**src/rtl/opsplit_pkg.sv**
```systemverilog
package opsplit_pkg;
  localparam int DW = 32;
  localparam int MAX_PIECES = 3;

  typedef enum logic [1:0] {
    SZ_BYTE = 2'd0,
    SZ_WORD = 2'd1,
    SZ_LONG = 2'd2
  } size_e;

  typedef struct packed {
    logic [1:0]                  count;
    size_e [MAX_PIECES-1:0]      sz;
  } plan_t;

  function automatic logic [2:0] size_bytes(size_e s);
    case (s)
      SZ_WORD: size_bytes = 3'd2;
      SZ_LONG: size_bytes = 3'd4;
      default: size_bytes = 3'd1;
    endcase
  endfunction
endpackage

```
**src/rtl/opsplit_plan.sv**
```systemverilog
module opsplit_plan
  import opsplit_pkg::*;
(
  input  logic [1:0] lo,
  input  size_e      sz,
  output plan_t      plan
);
  always_comb begin
    plan.count = 2'd1;
    plan.sz    = {MAX_PIECES{SZ_BYTE}};
    case (sz)
      SZ_WORD: begin
        if (lo[0]) begin
          plan.count = 2'd2;
        end else begin
          plan.sz[0] = SZ_WORD;
        end
      end
      SZ_LONG: begin
        if (lo == 2'b00) begin
          plan.sz[0] = SZ_LONG;
        end else if (lo == 2'b10) begin
          plan.count = 2'd2;
          plan.sz[0] = SZ_WORD;
          plan.sz[1] = SZ_WORD;
        end else begin
          plan.count = 2'd3;
          plan.sz[1] = SZ_WORD;
        end
      end
      default: ;
    endcase
  end
endmodule

```
**src/rtl/opsplit_seq.sv**
```systemverilog
module opsplit_seq
  import opsplit_pkg::*;
#(
  parameter int AW = 32
) (
  input  logic          clk,
  input  logic          rst_n,
  input  logic          req_valid,
  output logic          req_ready,
  input  logic [AW-1:0] req_addr,
  input  size_e         req_size,
  input  logic          req_write,
  input  logic [DW-1:0] req_wdata,
  input  plan_t         plan_in,
  output logic          bus_valid,
  input  logic          bus_ready,
  output logic [AW-1:0] bus_addr,
  output size_e         bus_size,
  output logic          bus_write,
  output logic [DW-1:0] bus_wdata,
  output logic          done
);
  typedef enum logic [1:0] {ST_IDLE, ST_BUSY, ST_FIN} st_e;

  st_e           st_q;
  plan_t         plan_q;
  logic [1:0]    idx_q;
  logic [2:0]    off_q;
  logic [2:0]    tot_q;
  logic [AW-1:0] base_q;
  logic          wr_q;
  logic [DW-1:0] wd_q;

  size_e         cur_sz;
  logic [2:0]    cur_nb;
  logic          last_c;
  logic [2:0]    sh_c;
  logic [DW-1:0] shifted_c;

  always_comb begin
    cur_sz    = plan_q.sz[idx_q];
    cur_nb    = size_bytes(cur_sz);
    last_c    = (idx_q == plan_q.count - 2'd1);
    sh_c      = tot_q - off_q - cur_nb;
    shifted_c = wd_q >> {sh_c, 3'b000};
    case (cur_sz)
      SZ_BYTE: bus_wdata = {{(DW-8){1'b0}}, shifted_c[7:0]};
      SZ_WORD: bus_wdata = {{(DW-16){1'b0}}, shifted_c[15:0]};
      default: bus_wdata = shifted_c;
    endcase
  end

  assign req_ready = (st_q == ST_IDLE);
  assign bus_valid = (st_q == ST_BUSY);
  assign bus_addr  = base_q + AW'(off_q);
  assign bus_size  = cur_sz;
  assign bus_write = wr_q;
  assign done      = (st_q == ST_FIN);

  always_ff @(posedge clk or negedge rst_n) begin
    if (!rst_n) begin
      st_q   <= ST_IDLE;
      plan_q <= '0;
      idx_q  <= '0;
      off_q  <= '0;
      tot_q  <= 3'd1;
      base_q <= '0;
      wr_q   <= 1'b0;
      wd_q   <= '0;
    end else begin
      case (st_q)
        ST_IDLE: begin
          if (req_valid) begin
            plan_q <= plan_in;
            idx_q  <= '0;
            off_q  <= '0;
            tot_q  <= size_bytes(req_size);
            base_q <= req_addr;
            wr_q   <= req_write;
            wd_q   <= req_wdata;
            st_q   <= ST_BUSY;
          end
        end
        ST_BUSY: begin
          if (bus_ready) begin
            if (last_c) begin
              st_q <= ST_FIN;
            end else begin
              idx_q <= idx_q + 2'd1;
              off_q <= off_q + cur_nb;
            end
          end
        end
        default: st_q <= ST_IDLE;
      endcase
    end
  end


  bus_hold_chk: assert property (@(posedge clk) disable iff (!rst_n)
    bus_valid && !bus_ready |=> bus_valid && $stable(bus_addr) && $stable(bus_size)
                                && $stable(bus_write) && $stable(bus_wdata));


  word_align_chk: assert property (@(posedge clk) disable iff (!rst_n)
    bus_valid && bus_size == SZ_WORD |-> !bus_addr[0]);


  long_align_chk: assert property (@(posedge clk) disable iff (!rst_n)
    bus_valid && bus_size == SZ_LONG |-> bus_addr[1:0] == 2'b00);


  addr_step_chk: assert property (@(posedge clk) disable iff (!rst_n)
    bus_valid && bus_ready && !last_c |=>
      bus_valid && (bus_addr == $past(bus_addr) + AW'(size_bytes($past(bus_size)))));


  done_pulse_chk: assert property (@(posedge clk) disable iff (!rst_n)
    done |=> !done && req_ready && !bus_valid);
endmodule

```
**src/rtl/opsplit_gather.sv**
```systemverilog
module opsplit_gather
  import opsplit_pkg::*;
(
  input  logic          clk,
  input  logic          rst_n,
  input  logic          clear,
  input  logic          take,
  input  logic          take_write,
  input  size_e         take_size,
  input  logic [DW-1:0] bus_rdata,
  output logic [DW-1:0] acc
);
  always_ff @(posedge clk or negedge rst_n) begin
    if (!rst_n) begin
      acc <= '0;
    end else if (clear) begin
      acc <= '0;
    end else if (take && !take_write) begin
      case (take_size)
        SZ_BYTE: acc <= {acc[DW-9:0], bus_rdata[7:0]};
        SZ_WORD: acc <= {acc[DW-17:0], bus_rdata[15:0]};
        default: acc <= bus_rdata;
      endcase
    end
  end
endmodule

```
**src/rtl/opnd_splitter.sv**
```systemverilog
module opnd_splitter
  import opsplit_pkg::*;
#(
  parameter int AW = 32
) (
  input  logic          clk,
  input  logic          rst_n,
  input  logic          req_valid,
  output logic          req_ready,
  input  logic [AW-1:0] req_addr,
  input  logic [1:0]    req_size,
  input  logic          req_write,
  input  logic [31:0]   req_wdata,
  output logic          bus_valid,
  input  logic          bus_ready,
  output logic [AW-1:0] bus_addr,
  output logic [1:0]    bus_size,
  output logic          bus_write,
  output logic [31:0]   bus_wdata,
  input  logic [31:0]   bus_rdata,
  output logic          done,
  output logic [31:0]   rsp_rdata
);
  size_e req_sz;
  size_e bus_sz;
  plan_t plan;

  always_comb begin
    case (req_size)
      2'd1:    req_sz = SZ_WORD;
      2'd2:    req_sz = SZ_LONG;
      default: req_sz = SZ_BYTE;
    endcase
  end

  opsplit_plan u_plan (
    .lo   (req_addr[1:0]),
    .sz   (req_sz),
    .plan (plan)
  );

  opsplit_seq #(.AW(AW)) u_seq (
    .clk       (clk),
    .rst_n     (rst_n),
    .req_valid (req_valid),
    .req_ready (req_ready),
    .req_addr  (req_addr),
    .req_size  (req_sz),
    .req_write (req_write),
    .req_wdata (req_wdata),
    .plan_in   (plan),
    .bus_valid (bus_valid),
    .bus_ready (bus_ready),
    .bus_addr  (bus_addr),
    .bus_size  (bus_sz),
    .bus_write (bus_write),
    .bus_wdata (bus_wdata),
    .done      (done)
  );

  assign bus_size = bus_sz;

  opsplit_gather u_gather (
    .clk        (clk),
    .rst_n      (rst_n),
    .clear      (req_valid && req_ready),
    .take       (bus_valid && bus_ready),
    .take_write (bus_write),
    .take_size  (bus_sz),
    .bus_rdata  (bus_rdata),
    .acc        (rsp_rdata)
  );
endmodule

```
**config.mk**
```make
export PLATFORM = sky130hd
export DESIGN_NAME = opnd_splitter
export DESIGN_NICKNAME = d
export VERILOG_FILES = /design/src/rtl/opsplit_pkg.sv /design/src/rtl/opsplit_plan.sv /design/src/rtl/opsplit_seq.sv /design/src/rtl/opsplit_gather.sv /design/src/rtl/opnd_splitter.sv
export SDC_FILE = /design/constraint.sdc
export NUM_CORES = 1
export LEC_CHECK = 0
export BUFFER_PORTS_ARGS = -buffer_cell sky130_fd_sc_hd__clkbuf_2
export CORE_ASPECT_RATIO = 0.75
export CORE_MARGIN = 2
export CORE_UTILIZATION = 35
export CTS_CLUSTER_SIZE = 10
export DETAILED_ROUTE_END_ITERATION = 6
export PLACE_DENSITY_LB_ADDON = 0.3
export SLEW_MARGIN = 20
export SYNTH_ARGS = -nofsm -noshare
export SYNTH_HDL_FRONTEND = slang
export SYNTH_SLANG_ARGS = --single-unit
export TNS_END_PERCENT = 50
```
**constraint.sdc**
```tcl
create_clock -name clk -period 5 [get_ports clk]
set_input_delay 0.75 -clock clk [delete_from_list [all_inputs] [get_ports clk]]
set_output_delay 0.75 -clock clk [all_outputs]
set_load 0.005 [all_outputs]
```
After elaboration in Yosys (flattened, before gate mapping). Cells that the tools add are included. W data, S select, Z words.

Output and inout bits: 102. Logic and storage cells: 76. Flip-flop bits (word level): 113. Bits of input ports: 103.

Magnitude comparators: 1. Add/sub/neg operators: 6. Eq/ne operators: 14. Shift operators: 1. Mux-type cells: 31. Reductions and logical operators: 12.

Operator list (number): $pmux W32 S2 (2); $mux W32 (2); $add A32 B3 Y32 (1); $shr A32 B6 Y32 (1); $mux W2 (10); $pmux W2 S2 (5); $pmux W3 S2 (3); $eq A2 B2 Y1 const B (5); $mux W3 (3); $eq A2 B1 Y1 const B (4); $logic_not A2 Y1 (3); $sub A3 B3 Y3 (2); $mux W1 (5); $bmux W2 S2 (1); $ne A2 B1 Y1 const B (2); $ne A2 B2 Y1 const B (2); $reduce_and A4 Y1 (1); $reduce_bool A2 Y1 (2); $add A3 B3 Y3 (1); $logic_and A1 B1 Y1 (3); $lt A2 B3 Y1 const B (1); $reduce_and A3 Y1 (1); $add A2 B1 Y2 const B (1); $eq A2 B2 Y1 (1); 3 further kinds (3).

Logic depth before layout (Yosys ltp).
Depth after elaboration: 8. Mapped depth: 15.

By module. From an unflattened synthesis, not the netlist that was laid out.

Cell total of the unflattened synthesis: 580. Area, all modules: 6655.1 µm².

Modules (own cells, without submodules): opsplit_seq (instances 1, cells an instance 439, area an instance 4843.4 µm²); opsplit_gather (instances 1, cells an instance 118, area an instance 1657.8 µm²); opsplit_plan (instances 1, cells an instance 19, area an instance 126.4 µm²); opnd_splitter (instances 1, cells an instance 4, area an instance 27.5 µm²).

Least setup slack after synthesis. No wires, ideal clock.

Kind: reg-to-output. From: register u_seq.idx_q[0]. To: output port bus_wdata[12]. Stages on the path, launching flop included: 14. Data arrival time: 3.216 ns. Data required time: 4.250 ns. Setup slack: 1.034 ns. Cell sequence: dfrtp_1 mux2i_1 nor2_1 ha_1 inv_1 fa_1 inv_1 ha_1 nor2_1 fa_1 clkbuf_1 clkbuf_1 mux2_2 nor2_1.

Longest elaborated chain between the ends: 7. Elaborated cells on any way between the ends: 9.

RTL lines: start, declared (line opsplit_seq.sv:27) `logic [1:0] idx_q;`; start signal, assigned (line opsplit_seq.sv:89) `idx_q <= idx_q + 2'd1;`; $bmux W2 S2 * (line opsplit_seq.sv:41) `cur_sz = plan_q.sz[idx_q];`; $mux W2 (implied by the code) * (line opsplit_seq.sv:41); net bus_size[0] (line opnd_splitter.sv:17) `output logic [1:0] bus_size,`; $eq A2 B2 Y1 or $eq A2 B1 Y1 (tied branches) (line opsplit_pkg.sv:17, opsplit_seq.sv:46); $pmux W3 S2 (line opsplit_pkg.sv:17) `case (s)`; $sub A3 B3 Y3 (line opsplit_seq.sv:44) `sh_c = tot_q - off_q - cur_nb;`; $shr A32 B6 Y32 (line opsplit_seq.sv:45) `shifted_c = wd_q >> {sh_c, 3'b000};`; $pmux W32 S2 * (line opsplit_seq.sv:46) `case (cur_sz)`; end, declared (line opnd_splitter.sv:19) `output logic [31:0] bus_wdata,`.

The timed path passes the listed nets; every way through them passes the cells marked *. The select of a mux whose other input is x is not followed.

Worst setup path after layout.
From: register u_seq.idx_q[0]. To: output port bus_wdata[16].

Longest elaborated chain between the ends: 7. Elaborated cells on any way between the ends: 9.

RTL lines (line): $bmux W2 S2 * (opsplit_seq.sv:41); $mux W2 (implied by the code) * (opsplit_seq.sv:41); $eq A2 B2 Y1 or $eq A2 B1 Y1 (tied branches) (opsplit_pkg.sv:17, opsplit_seq.sv:46); $pmux W3 S2 (opsplit_pkg.sv:17); $sub A3 B3 Y3 (opsplit_seq.sv:44); $shr A32 B6 Y32 (opsplit_seq.sv:45); $pmux W32 S2 * (opsplit_seq.sv:46).

Every way passes the cells marked *; elsewhere a longest branch is shown, timed or not. The select of a mux whose other input is x is not followed.

==> metrics.csv <==
metric;value;unit
fmax;217;MHz
r2r_start;u_seq.idx_q[0];
grt_antenna_before_repair;0;
fin_crit_sh;92.3;%
seq_area;2800;sq um
wl_per_cell;15.9;um
yosysSeqAreaShare;44.0;%
drive_gt1_share;28.9;%
start_kind;register;
holdBufCountCts;0;
initial_core_util;35.9;%
slew_headroom;44.1;%
cts-resized-gates;0;
drtPass1Iterations;5;
startpoint;u_seq.idx_q[0];
cts_buffers;9;
cap_viol_max_count;0;
yosysUniqueCellTypes;50;
fin_util;44.6;%
portBuffers;204;
routed_wl;18600;um
slowest_stage;fa_2;
endpoint_kind;output port;
fin_skew;0.0149;ns
switching_share;44.4;%
intPower;3260;uW
outcome;finished, final reports clean;
grt.total_usage;19.5;%
cp_max_fo;19;
cts_tree;yes;
grt_pass1_vias;5556;
clkTransAtPathRegs;0.08;ns
cp_common_cell;nor2_1;
viasPerCell;4.91;
overflow;0;
p_leak;0.00400;uW
min_period;4.62;ns
synth-main-ff-cell;dfrtp_1;
nFillCells;1780;
syn-cell-area;6370;sq um
synth-seq-cells;112;
core_area;17700;sq um
ir_drop;0.000498;V
cp_data_required_time;4.25;ns
drt_iter0_markers;349;
cp_num_buf_inv;3;
place_area;7580;sq um
dpl.hpwl;13600;um
hold_violations;0;
rows;42;
io_pins;205;
clk_latency;0.36;ns
setup_tns;0;ns
root_buffer;clkbuf_16;
die_area;19300;sq um
cp.arrival;3.87;ns
max_stage_delay;0.73;ns
hold_class;in -> async;
place_congestion;0.880;
post_cts_buffers;0;
nets;1045;
maxSlewViolCount;0;
seqPwrFrac;29.3;%
cts_sinks;112;
clockPowerShare;13.3;%
fin_area;7900;sq um
die_h;121;um
yosysWarnings;0;
synth_edf_count;0;
instances_no_fill;1169;
setup_violations;0;
drc_errors;0;
syn_nets;866;
final_cell_mix;259 x nand2_1, 203 x clkbuf_2, 111 x dfrtp_1;
num_vias;5736;
path_delay_family;adder cells;
worstMarginPinSlew;0.838;ns
antennaDiodeCount;0;
netSwitchingPower;2610;uW
place_inst;1153;
syn_inst;743;
multi_input_area;3310;sq um
final_common_cell;nand2_1;
p_comb_share;57.4;%
avgSynthCellArea;8.57;sq um
ant_nets;0;
rsz0062_at_grt;no;
async_flop_share;100;%
clk_path_buf_depth;2;
syn_to_final_growth;24.1;%
cts_max_level;3;
p_per_area;744;nW/um^2
die-width;160;um
path_class;reg -> out;
grt_pass1_wl;29800;um
worstPathCellList;mux2i_1, nor2_1, ha_1, inv_1, fa_1, inv_1, ha_1, nor2_1, fa_2, nand2_1, or2_2, nor2_1, clkbuf_2;
grt_max_degree;74;
## cell usage after synthesis, types with 2 or more instances
master,count,area (sq um)
nand4b_1,2,17.5
buf_6,3,33.8
nor2_1,60,225
a311o_1,2,20.0
nor2b_1,4,25.0
ha_1,16,200
and3_1,8,50.1
o211ai_1,2,15.0
xor2_1,7,61.3
a21o_1,2,15.0
or2_0,2,12.5
nand4_1,11,68.8
or2_2,8,50.1
nand3_1,13,65.1
xnor2_1,25,219
clkbuf_1,28,105
inv_1,18,67.6
buf_2,11,55.1
and4_1,3,26.3
a21oi_1,19,95.1
fa_1,4,80.1
a221oi_1,8,70.1
a22oi_1,16,120
nor3_1,10,50.1
buf_1,4,15.0
a311oi_1,16,140
dfrtp_1,111,2780
nand2b_1,5,31.3
nand2_1,260,976
mux2i_1,17,170
o21ai_0,11,55.1
and2_1,2,12.5
a211oi_1,2,15.0
mux2_2,17,191
## state kept, by name (all words and copies together) (netlist names)
signal,cells
u_gather.acc,32
u_seq.st_q,2
u_seq.bus_write,1
u_seq.plan_q,5
u_seq.tot_q,3
u_seq.off_q,3
u_seq.idx_q,2
u_seq.base_q,32
u_seq.wd_q,32
## worst paths after layout
check / end / slack (ns) / cells after the start
min in group clk: u_seq.tot_q[0] / 0.48 / 2
setup reg to reg: u_seq.off_q[2] / 2.60 / 9
max in group asynchronous: u_seq.idx_q[0] / 3.60 / 2
setup / recovery: bus_wdata[16] / 0.38 / 13
hold reg to reg: u_seq.tot_q[0] / 0.48 / 2
hold / removal: u_seq.base_q[28] / 0.28 / 1
## through the flow
| step | power, uW | hold slack [ns] | worst slack [ns] |
|---|---|---|---|
| floorplan | 3970 | 0.440 | 1.03 |
| global placement | 5070 | 0.462 | 0.688 |
| finish | 5880 | 0.278 | 0.383 |
| detailed placement | 5110 | 0.467 | 0.559 |
| CTS | 5910 | 0.272 | 0.156 |
| global route | 6370 | 0.281 | 0.126 |
## worst reg2reg max path, stage by stage (launching register included)
cell	delay, ns
dfrtp_1	0.47
mux2i_1	0.21
nor2_1	0.10
ha_1	0.32
ha_1	0.15
inv_1	0.05
fa_1	0.37
xor2_1	0.20
nor4_1	0.07
a311o_1	0.34
## logic make-up after synthesis
family	count (synthesis)	share of synthesized area, %
adder cells (fa/ha/maj)	20	4.40
flip-flops	112	44.0
buffers and inverters	64	4.34
AO/OA/AOI/OAI	82	9.37
XOR/XNOR	36	5.90
AND/OR/NAND/NOR	394	26.0
multiplexers	35	5.90
## power by group through the flow
stage	clock, uW	sequential (uW)	combinational (uW)
2_1_floorplan	0	1610	2350
3_3_place_gp	0	1720	3350
3_5_place_dp	0	1730	3380
4_1_cts	809	1720	3390
5_1_grt	846	1790	3740
6_report	783	1720	3370
## area by class of cell
cell class / instances / share of cell area, %
Sequential cell: 112 / 35.5
Timing Repair Buffer: 214 / 13.9
Clock inverter: 6 / 1.06
Tap cell: 242 / 3.83
Multi-Input combinational cell: 567 / 41.8
Clock buffer: 10 / 3.02
Inverter: 18 / 0.855
## per-layer routing
layer / up-vias / wire length, um / GRT usage (%)
li1: 2829 / - / -
met1: 2728 / 9130 / 28.6
met2: 162 / 8190 / 28.9
met3: 17 / 1030 / 4.56
met4: 0 / 233 / 4.72
met5: - / 0 / 0
Power figures use the tool's default switching activity.
